==> src/rtl/dr_pkg.sv <==
package dr_pkg;

    localparam int CMD_W = 4;
    localparam int BE_W  = 4;

    typedef enum logic [1:0] {
        ENT_FREE,
        ENT_PEND,
        ENT_ISSUED,
        ENT_READY
    } ent_state_e;

    typedef enum logic [1:0] {
        CPL_OK     = 2'b00,
        CPL_TABORT = 2'b01,
        CPL_MABORT = 2'b10,
        CPL_RSVD   = 2'b11
    } cpl_status_e;

    typedef struct packed {
        logic [CMD_W-1:0] cmd;
        logic [BE_W-1:0]  be;
        logic             par;
    } req_ctl_t;

    function automatic logic is_data(cpl_status_e s);
        return s == CPL_OK;
    endfunction

endpackage

==> src/rtl/dr_pick_first.sv <==
module dr_pick_first #(
    parameter int N = 3,
    localparam int IW = (N > 1) ? $clog2(N) : 1
) (
    input  logic [N-1:0]  req,
    output logic          any,
    output logic [IW-1:0] idx
);
    always_comb begin
        any = 1'b0;
        idx = '0;
        for (int i = N - 1; i >= 0; i--) begin
            if (req[i]) begin
                any = 1'b1;
                idx = IW'(i);
            end
        end
    end
endmodule

==> src/rtl/dr_entry.sv <==
module dr_entry
    import dr_pkg::*;
#(
    parameter int AW    = 32,
    parameter int DW    = 32,
    parameter int LIMIT = 32768,
    localparam int TW   = $clog2(LIMIT + 1)
) (
    input  logic        clk,
    input  logic        rst,
    input  logic        alloc,
    input  logic [AW-1:0] alloc_addr,
    input  req_ctl_t    alloc_ctl,
    input  logic        issued,
    input  logic        cpl_hit,
    input  cpl_status_e cpl_status,
    input  logic [DW-1:0] cpl_data,
    input  logic        consume,
    output ent_state_e  state,
    output logic [AW-1:0] addr,
    output req_ctl_t    ctl,
    output cpl_status_e status,
    output logic [DW-1:0] data
);
    logic [TW-1:0] age;
    logic          expire;

    assign expire = (state == ENT_READY) && (age == TW'(LIMIT - 1));

    always_ff @(posedge clk) begin
        if (rst) begin
            state <= ENT_FREE;
            age   <= '0;
        end else begin
            case (state)
                ENT_FREE: if (alloc) begin
                    state <= ENT_PEND;
                    addr  <= alloc_addr;
                    ctl   <= alloc_ctl;
                end
                ENT_PEND: if (issued) state <= ENT_ISSUED;
                ENT_ISSUED: if (cpl_hit) begin
                    state  <= ENT_READY;
                    status <= cpl_status;
                    data   <= cpl_data;
                    age    <= '0;
                end
                ENT_READY: begin
                    if (consume || expire) state <= ENT_FREE;
                    else                   age   <= age + 1'b1;
                end
                default: state <= ENT_FREE;
            endcase
        end
    end
endmodule

==> src/rtl/dr_read_capture.sv <==
module dr_read_capture
    import dr_pkg::*;
#(
    parameter int AW            = 32,
    parameter int DW            = 32,
    parameter int NENT          = 3,
    parameter int DISCARD_LIMIT = 32768,
    localparam int TAGW         = (NENT > 1) ? $clog2(NENT) : 1
) (
    input  logic            clk,
    input  logic            rst,
    input  logic            t_start,
    input  logic [AW-1:0]   t_addr,
    input  logic [CMD_W-1:0] t_cmd,
    input  logic            t_par,
    input  logic            t_irdy,
    input  logic [BE_W-1:0] t_be,
    output logic            t_retry,
    output logic            t_ack,
    output logic            t_tabort,
    output logic            t_mabort,
    output logic [DW-1:0]   t_rdata,
    output logic            m_req_valid,
    input  logic            m_req_ready,
    output logic [TAGW-1:0] m_req_tag,
    output logic [AW-1:0]   m_req_addr,
    output logic [CMD_W-1:0] m_req_cmd,
    output logic [BE_W-1:0] m_req_be,
    output logic            m_req_par,
    input  logic            c_valid,
    input  logic [TAGW-1:0] c_tag,
    input  logic [1:0]      c_status,
    input  logic [DW-1:0]   c_data
);
    // address-phase capture
    logic             cap_busy;
    logic [AW-1:0]    cap_addr;
    logic [CMD_W-1:0] cap_cmd;
    logic             cap_par;
    logic             decide;

    always_ff @(posedge clk) begin
        if (rst) begin
            cap_busy <= 1'b0;
        end else if (t_start) begin
            cap_busy <= 1'b1;
            cap_addr <= t_addr;
            cap_cmd  <= t_cmd;
            cap_par  <= t_par;
        end else if (t_irdy) begin
            cap_busy <= 1'b0;
        end
    end

    assign decide = cap_busy && t_irdy && !t_start;

    // entry array
    ent_state_e    ent_state [NENT];
    logic [AW-1:0] ent_addr  [NENT];
    req_ctl_t      ent_ctl   [NENT];
    cpl_status_e   ent_stat  [NENT];
    logic [DW-1:0] ent_data  [NENT];

    logic [NENT-1:0] free_v, pend_v, hit_v, alloc_v, consume_v, issue_v, cplhit_v;
    logic            free_any, pend_any, hit_any, hit_ready;
    logic [TAGW-1:0] free_idx, pend_idx, hit_idx, sel_idx;
    logic            hold_v;
    logic [TAGW-1:0] hold_idx;
    req_ctl_t        new_ctl;

    assign new_ctl = '{cmd: cap_cmd, be: t_be, par: cap_par};

    dr_pick_first #(.N(NENT)) u_pick_free (.req(free_v), .any(free_any), .idx(free_idx));
    dr_pick_first #(.N(NENT)) u_pick_pend (.req(pend_v), .any(pend_any), .idx(pend_idx));
    dr_pick_first #(.N(NENT)) u_pick_hit  (.req(hit_v),  .any(hit_any),  .idx(hit_idx));

    assign hit_ready = hit_any && (ent_state[hit_idx] == ENT_READY);

    for (genvar g = 0; g < NENT; g++) begin : g_ent
        dr_entry #(.AW(AW), .DW(DW), .LIMIT(DISCARD_LIMIT)) u_ent (
            .clk        (clk),
            .rst        (rst),
            .alloc      (alloc_v[g]),
            .alloc_addr (cap_addr),
            .alloc_ctl  (new_ctl),
            .issued     (issue_v[g]),
            .cpl_hit    (cplhit_v[g]),
            .cpl_status (cpl_status_e'(c_status)),
            .cpl_data   (c_data),
            .consume    (consume_v[g]),
            .state      (ent_state[g]),
            .addr       (ent_addr[g]),
            .ctl        (ent_ctl[g]),
            .status     (ent_stat[g]),
            .data       (ent_data[g])
        );
        assign free_v[g]    = (ent_state[g] == ENT_FREE);
        assign pend_v[g]    = (ent_state[g] == ENT_PEND);
        assign hit_v[g]     = !free_v[g] && (ent_addr[g] == cap_addr) &&
                              (ent_ctl[g].cmd == cap_cmd) && (ent_ctl[g].be == t_be);
        assign alloc_v[g]   = decide && !hit_any && free_any && (free_idx == TAGW'(g));
        assign consume_v[g] = decide && hit_ready && (hit_idx == TAGW'(g));
        assign issue_v[g]   = m_req_valid && m_req_ready && (sel_idx == TAGW'(g));
        assign cplhit_v[g]  = c_valid && (c_tag == TAGW'(g));
    end

    // request port: keep the offered entry while stalled
    always_ff @(posedge clk) begin
        if (rst) begin
            hold_v <= 1'b0;
        end else begin
            hold_v   <= m_req_valid && !m_req_ready;
            hold_idx <= sel_idx;
        end
    end

    assign sel_idx     = hold_v ? hold_idx : pend_idx;
    assign m_req_valid = pend_any;
    assign m_req_tag   = sel_idx;
    assign m_req_addr  = ent_addr[sel_idx];
    assign m_req_cmd   = ent_ctl[sel_idx].cmd;
    assign m_req_be    = ent_ctl[sel_idx].be;
    assign m_req_par   = ent_ctl[sel_idx].par;

    // registered termination
    always_ff @(posedge clk) begin
        if (rst) begin
            t_retry  <= 1'b0;
            t_ack    <= 1'b0;
            t_tabort <= 1'b0;
            t_mabort <= 1'b0;
            t_rdata  <= '0;
        end else begin
            t_retry  <= decide && !hit_ready;
            t_ack    <= decide && hit_ready && is_data(ent_stat[hit_idx]);
            t_tabort <= decide && hit_ready && (ent_stat[hit_idx] == CPL_TABORT);
            t_mabort <= decide && hit_ready && (ent_stat[hit_idx] == CPL_MABORT);
            t_rdata  <= ent_data[hit_idx];
        end
    end
endmodule

==> config.mk <==
export PLATFORM = sky130hd
export DESIGN_NAME = dr_read_capture
export DESIGN_NICKNAME = d
export VERILOG_FILES = /design/src/rtl/dr_pkg.sv /design/src/rtl/dr_pick_first.sv /design/src/rtl/dr_entry.sv /design/src/rtl/dr_read_capture.sv
export SDC_FILE = /design/constraint.sdc
export NUM_CORES = 1
export LEC_CHECK = 0
export BUFFER_PORTS_ARGS = -buffer_cell sky130_fd_sc_hd__buf_4
export CAP_MARGIN = 15
export CORE_UTILIZATION = 45
export CTS_BUF_LIST = sky130_fd_sc_hd__clkbuf_4 sky130_fd_sc_hd__clkbuf_8
export DETAILED_ROUTE_END_ITERATION = 16
export GPL_ROUTABILITY_DRIVEN = 0
export PLACE_DENSITY = 0.66
export SYNTH_ARGS = -nofsm -noshare
export SYNTH_HDL_FRONTEND = slang
export SYNTH_SLANG_ARGS = --single-unit
export TNS_END_PERCENT = 50
==> constraint.sdc <==
create_clock -name clk -period 4.95 [get_ports clk]
set_input_delay 0 -clock clk [delete_from_list [all_inputs] [get_ports clk]]
set_output_delay 0 -clock clk [all_outputs]
set_load 0.02 [all_outputs]
==> impl_results.md, run 1 <==
- Status: finished clean
- P_sw: approximately 2400 uW
- Maximum vdd ir drop: approximately 0.27 mV
- Starting DRT DRC Count: approximately 590
- Clk slew on worst S/H paths: 60 ps
- Port-buffer cells: 162
- Clock power frac: 0.340
- Final HPWL DP: around 22,000 microns
- Syn_nets: 1,261
- Largest net degree at the start of global routing: 72
- Grt ovf: 0
- Post-route ant nets: 0
- Final min period: ~3600 ps
- Worst-path maximum fanout: 32
- DR vias: a little over 10,000
- CTS Buf Count: slightly below 60
- EDFF count, synth: between 200 and 300
- Drt first pass iters: 5
- Area grow syn2layout: 24.9%
- Relative slew slack: 0.286
- Die Width: ~180 microns
- Clock sink count: ~360
- Vias in the first global route: between 10,000 and 15,000
- Yosys synthesis warning count: 0
- Leakage: slightly above 0.007 uW
- Most common cell after layout, fill and taps aside: edfxtp_1
- CP startpoint: cap_cmd[2]
- RSZ-0062 raised after global routing: no
- Drt wl/cell: 18.6 microns
- Global-route wire length before repair: 54,400 microns
- Worst R2R Start: cap_cmd[2]
- CP Capture Type: flop
- Post-CTS Resized: 0
- DRC errors left: 0
- Post-Synthesis Cells: 1,163
- Initial antenna violation count: 0
- Final slew viol count: 0
- FILL cells: between 2,000 and 3,000
- Std-Cell Rows: 66
- DRT Wirelength: 35,900 microns
- Reg power frac: 0.431
- Clock Latency Late Sink: 620 ps
- Ant diodes: 0
- Die area: between 30,000 and 40,000 sq um
- Storage element area: 9770 sq um
- Routed vias/inst: about 5.3
- Most frequent cells in the layout: 264 x edfxtp_1, 174 x buf_4, 110 x xor2_1
- Reg2reg setup slack: approximately 1300 ps
- HP Class: in2reg
- Crit path DAT: between 4000 and 5000 ps
- Worst hold start: t_addr[26]
- Logic gate share of total power: 0.230
- Final setup TNS: 0 ps
- Cell variety after synth: 62
- Clock Skew: between 30 and 40 ps
- Startpoint types: flop
- Tcrit/Tclk final: 0.728
- Top_reg_cell synth: edfxtp_1
- Net Sw Frac: 0.300
- GR Util All Layers: 0.209
- Sequential area share after synthesis: 0.649
- Starting density of the core: 0.461
- Int Pwr: approximately 5500 uW
- Slew @ Worst Pin: 1070 ps
- Area occupied by multi-input gates: 5060 sq um
- Core area: roughly 33,000 sq um
- Layout cells sized above 1: 0.199
- Nets: 1,532
- Cell area power density: around 420 nW/um^2
- I/O pin cnt: about 160
- Post-Syn Area per Cell: 13.0 sq um
- Max clock buf depth: 3
- Asr flop ratio synth: 0
- Final hold slack: 90.6 ps
- Critical path class: reg2reg
- Max_cap viols: 0
- Die Y: 185 microns
- CTS root buf: clkbuf_8
- Fin. Hold Viols: 0
- CTS tree: yes
- #FFs+latches synth: 356
- Fmax: between 200 and 300 MHz
- Number of H-tree levels: 2
- Mapped cell area: between 15,000 and 20,000 sq um
- Final Setup Violations: 0
- Critical path data required time: roughly 5500 ps
[routing by layer]
layer	part of all wire	up-vias	wire length [microns]	track usage
met3	0.045	58	1620	0.0336
met2	0.48	212	17300	0.345
met5	0	-	0	0
met4	0.021	0	763	0.0641
li1	-	4909	-	-
met1	0.45	5014	16200	0.282
[what timing repair did]
action,in CTS,in global routing
hold buffers,82,0
hold endpoints to repair,168,0
setup buffers,0,0
[worst paths after layout]
kind | end | cells past startpoint
setup / recovery | t_rdata[10] | 7
hold / removal | cap_addr[26] | 2
setup reg to reg | t_rdata[10] | 7
hold reg to reg | g_ent[1].u_ent.ctl[0] | 0
[critical path, stage by stage, from the launching register on]
cell and delay (ps):
edfxtp_1 490, xor2_1 220, nor4_1 500, nand4_1 220, nor3_2 570, or3_2 950
mux2i_1 200, a211oi_1 290
[synth_stat cells (13+ instances only)]
cell	instances	area, sq um
a21oi_1	17	85.1
nor4_1	28	175
edfxtp_1	264	7930
inv_1	20	75.1
nor2b_1	13	81.3
or3_1	16	100
nand2b_1	13	81.3
ha_1	15	188
dfxtp_1	92	1840
o21ai_0	61	305
a211oi_1	35	263
nand2_1	98	368
nand4_1	14	87.6
xor2_1	110	963
clkbuf_1	25	93.8
nand3_1	37	185
mux2i_1	77	771
nor2_1	66	248
[logic make-up (layout without fill, tap and decap cells)]
family	Yosys count	after routing	share of synthesized area
adders and majority gates	15	15	0.0125
xor gates and xnor gates	112	112	0.0651
muxes	77	77	0.0512
and+or+nand+nor	340	340	0.115
AOI/OAI and AO/OA	197	197	0.0882
buffers and inverters	66	384	0.0193
DFF	356	356	0.649
[stage by stage]
step / cells / total power [uW] / area, sq um / utilization / worst slack [ps]
6_report: 1923 / 7840 / 18800 / 0.575 / 1350
3_3_place_gp: 1733 / 5180 / 16800 / 0.513 / 1410
3_5_place_dp: 1733 / 5190 / 16800 / 0.513 / 1280
5_1_grt: 1923 / 8170 / 18800 / 0.575 / 1140
2_1_floorplan: 1163 / 4410 / 15100 / - / 188
4_1_cts: 1923 / 7920 / 18800 / 0.575 / 1250
[final cells by class]
class,count,area share
repair buffers,256,0.113
well taps,442,0.0294
inverters,20,0.00399
clock buffers,82,0.0540
multi-input cells,741,0.269
clock inverters,26,0.0110
flip-flops and latches,356,0.519
[power by group through the flow]
stage / Sequential (uW) / Clock [uW] / Combinational [uW]
after global routing: 3390 / 2860 / 1920
after CTS: 3380 / 2720 / 1810
after global placement: 3440 / 0 / 1750
after detailed placement: 3440 / 0 / 1750
after floorplan: 3430 / 0 / 978
final: 3380 / 2660 / 1800
[state kept, by name, summed over array words and instances (netlist names), 4 cells and up]
register and count:
cap_cmd 4, t_rdata 32, g_ent.u_ent.status 6, g_ent.u_ent.ctl 27, g_ent.u_ent.state 6, cap_addr 32, g_ent.u_ent.age 48, g_ent.u_ent.data 96
g_ent.u_ent.addr 96
Power figures use the tool's default switching activity.
==> run 2, diff against run 1 <==
==> constraint.sdc (replaced) <==
create_clock -name clk -period 3 [get_ports clk]
set_input_delay 0 -clock clk [delete_from_list [all_inputs] [get_ports clk]]
set_output_delay 0 -clock clk [all_outputs]
set_load 0.02 [all_outputs]
==> impl_results.md, run 2 (same netlist as run 1, synthesis figures left out) <==
- Maximum vdd ir drop: 0.518 mV (was 0.274 mV)
- Biggest regs: g_ent.u_ent.addr (96), g_ent.u_ent.data (96), g_ent.u_ent.age (48) (unchanged)
- Port-buffer cells: 162 (unchanged)
- Slew @ Worst Pin: 949 ps (was 1070 ps)
- Layout cells sized above 1: 0.236 (was 0.199)
- HP Class: in2reg (unchanged)
- Final setup TNS: 0 ps (unchanged)
- Core area: 32,700 sq um (unchanged)
- Post-route ant nets: 0 (unchanged)
- Crit path DAT: 3430 ps (was 4110 ps)
- Reg2reg setup slack: 100 ps (was 1350 ps)
- Max clock buf depth: 3 (unchanged)
- DRC errors left: 0 (unchanged)
- Vias in the first global route: 10,600 (was 10,000)
- Post-DP Area: 17,300 sq um (was 16,800 sq um)
- Final core utilization: 0.593 (was 0.575)
- Die Width: 185 microns (unchanged)
- Clock Skew: 43.3 ps (was 37.9 ps)
- Worst R2R Start: cap_cmd[3] (was cap_cmd[2])
- CP Capture Type: flop (unchanged)
- Largest net degree at the start of global routing: 65 (was 72)
- Worst Slack Setup Final: 96.6 ps (was 1350 ps)
- Place WS: -180 ps (was 1280 ps)
- Int Pwr: 8790 uW (was 5490 uW)
- Crit path largest cell delay: 500 ps (was 950 ps)
- Crit path max-delay family: simple AND/OR/NAND/NOR gates (unchanged)
- CP max stage cell: edfxtp_1 (was or3_2)
- Net Sw Frac: 0.307 (was 0.300)
- Most common cell after layout, fill and taps aside: edfxtp_1 (unchanged)
- Final slew viol count: 0 (unchanged)
- Initial antenna violation count: 0 (unchanged)
- Area occupied by multi-input gates: 5180 sq um (was 5060 sq um)
- FILL cells: 2,669 (was 2,732)
- DR vias: 10,500 (was 10,200)
- Relative slew slack: 0.367 (was 0.286)
- Max_cap viols: 0 (unchanged)
- Reg power frac: 0.438 (was 0.431)
- Final HPWL DP: 23,800 microns (was 22,400 microns)
- Fmax: 344 MHz (was 277 MHz)
- Fin. Hold Viols: 0 (unchanged)
- Ant diodes: 0 (unchanged)
- Clock Latency Late Sink: 630 ps (was 620 ps)
- Final min period: 2900 ps (was 3600 ps)
- Clock power frac: 0.314 (was 0.340)
- Logic gate share of total power: 0.248 (was 0.230)
- Clock sink count: 356 (unchanged)
- Status: finished clean (unchanged)
- Leakage: 0.00747 uW (was 0.00714 uW)
- Starting density of the core: 0.461 (unchanged)
- Reg2Reg Capture Point: t_tabort (was t_rdata[10])
- Area grow syn2layout: 28.8% (was 24.9%)
- Post-route cell area: 19,400 sq um (was 18,800 sq um)
- CTS root buf: clkbuf_8 (unchanged)
- Startpoint types: flop (unchanged)
- Hold-critical path depth: 6 (was 2)
- Reg2Reg Depth: 9 (was 7)
- Routed vias/inst: 5.28 (was 5.30)
- DRT Wirelength: 36,400 microns (was 35,900 microns)
- Worst hold endpoint: g_ent[0].u_ent.age[2] (was cap_addr[26])
- Die area: 34,200 sq um (unchanged)
- Drt first pass iters: 5 (unchanged)
- CTS Buf Count: 57 (was 59)
- Worst hold start: c_valid (was t_addr[26])
- Worst-path maximum fanout: 6 (was 32)
- Storage element area: 9770 sq um (unchanged)
- Clk slew on worst S/H paths: 60 ps (about the same)
- P_sw: 3900 uW (was 2350 uW)
- Starting DRT DRC Count: 625 (was 588)
- Critical path buffers and inverters: 1 (was 0)
- I/O pin cnt: 163 (unchanged)
- Cell area power density: 654 nW/um^2 (was 417 nW/um^2)
- Final Setup Violations: 0 (unchanged)
- Worst-path cell chain: xor2_1 -> nor4_1 -> nand4_1 -> or3_4 -> nor4_4 -> buf_4 -> a211oi_1 -> a21oi_2 -> nor4bb_4 (was xor2_1 -> nor4_1 -> nand4_1 -> nor3_2 -> or3_2 -> mux2i_1 -> a211oi_1)
- Most frequent cells in the layout: 264 x edfxtp_1, 229 x buf_4, 110 x xor2_1 (was 264 x edfxtp_1, 174 x buf_4, 110 x xor2_1)
- Global-route wire length before repair: 56,300 microns (was 54,400 microns)
- Power Total: 12,700 uW (was 7840 uW)
- Grt ovf: 0 (unchanged)
- Die Y: 185 microns (unchanged)
- Drt wl/cell: 18.4 microns (was 18.6 microns)
- Critical path class: reg2reg (unchanged)
- Nets: 1,595 (was 1,532)
- Tcrit/Tclk final: 0.968 (was 0.728)
- Number of H-tree levels: 2 (unchanged)
- CTS tree: yes (unchanged)
- Std-Cell Rows: 66 (unchanged)
- Critical path data required time: 3520 ps (was 5460 ps)
- GR Util All Layers: 0.215 (was 0.209)
[run 2: changes by cell type in the layout (fill, tap and decap cells not counted), sizes merged]
cell | previous run | this run
buf | 174 | 238
bufinv | 3 | 1
clkbuf | 82 | 74
clkinv | 21 | 25
dlygate4sd3 | 82 | 83
inv | 22 | 23
[run 2: final cells by class]
class | instances | share of cell area
clock buffer | 74 | 0.0470
clock inverter | 29 | 0.00897
inverter | 20 | 0.00387
tap | 442 | 0.0285
sequential | 356 | 0.504
multi-input combinational | 741 | 0.267
timing repair buffer | 321 | 0.141
[run 2: metrics by stage]
stage          hold slack (ps)  instances
2_1_floorplan             76.1       1163
3_3_place_gp               178       1791
3_5_place_dp               179       1791
4_1_cts                   48.6       1977
5_1_grt                   61.5       1983
6_report                  75.0       1983
[run 2: timing repair]
action	in CTS	in global routing
pin swaps	0	1
endpoints found under the hold margin	188	0
setup buffers	0	6
gates resized for setup	6	12
setup endpoints to repair	45	59
hold buffers	83	0
[run 2: worst max path at each step]
| stage | start | endpoint | slack [ps] | cells after the start |
|---|---|---|---|---|
| after floorplan | cap_addr[16] | g_ent[2].u_ent.addr[0] | -40 | 7 |
| after global placement | cap_addr[14] | t_tabort | -140 | 10 |
| after detailed placement | cap_addr[6] | t_tabort | -180 | 10 |
| after CTS | cap_addr[6] | t_tabort | 5 | 10 |
| after global routing | cap_addr[4] | g_ent[1].u_ent.age[11] | -8 | 9 |
| final | cap_cmd[3] | t_tabort | 100 | 9 |
[run 2: per-layer routing]
layer / track usage / vias up / share of wire
li1: - / 5046 / -
met1: 0.292 / 5091 / 0.45
met2: 0.355 / 269 / 0.49
met3: 0.0322 / 58 / 0.043
met4: 0.0655 / 0 / 0.019
met5: 0 / - / 0
[run 2: power groups by stage]
stage / clock [uW] / sequential [uW] / combinational, uW
after floorplan: 0 / 5650 / 1620
after global placement: 0 / 5650 / 3030
after detailed placement: 0 / 5660 / 3040
after CTS: 4090 / 5560 / 3150
after global routing: 4290 / 5570 / 3320
final: 3980 / 5560 / 3150
[run 2: worst reg2reg max path, delay by kind of cell, from the launching register on]
| kind | cells | cell delay (ps) |
|---|---|---|
| DFF | 1 | 500 |
| and+or+nand+nor | 5 | 1580 |
| buffers and inverters | 1 | 180 |
| AOI/OAI and AO/OA | 2 | 320 |
| xor gates and xnor gates | 1 | 220 |
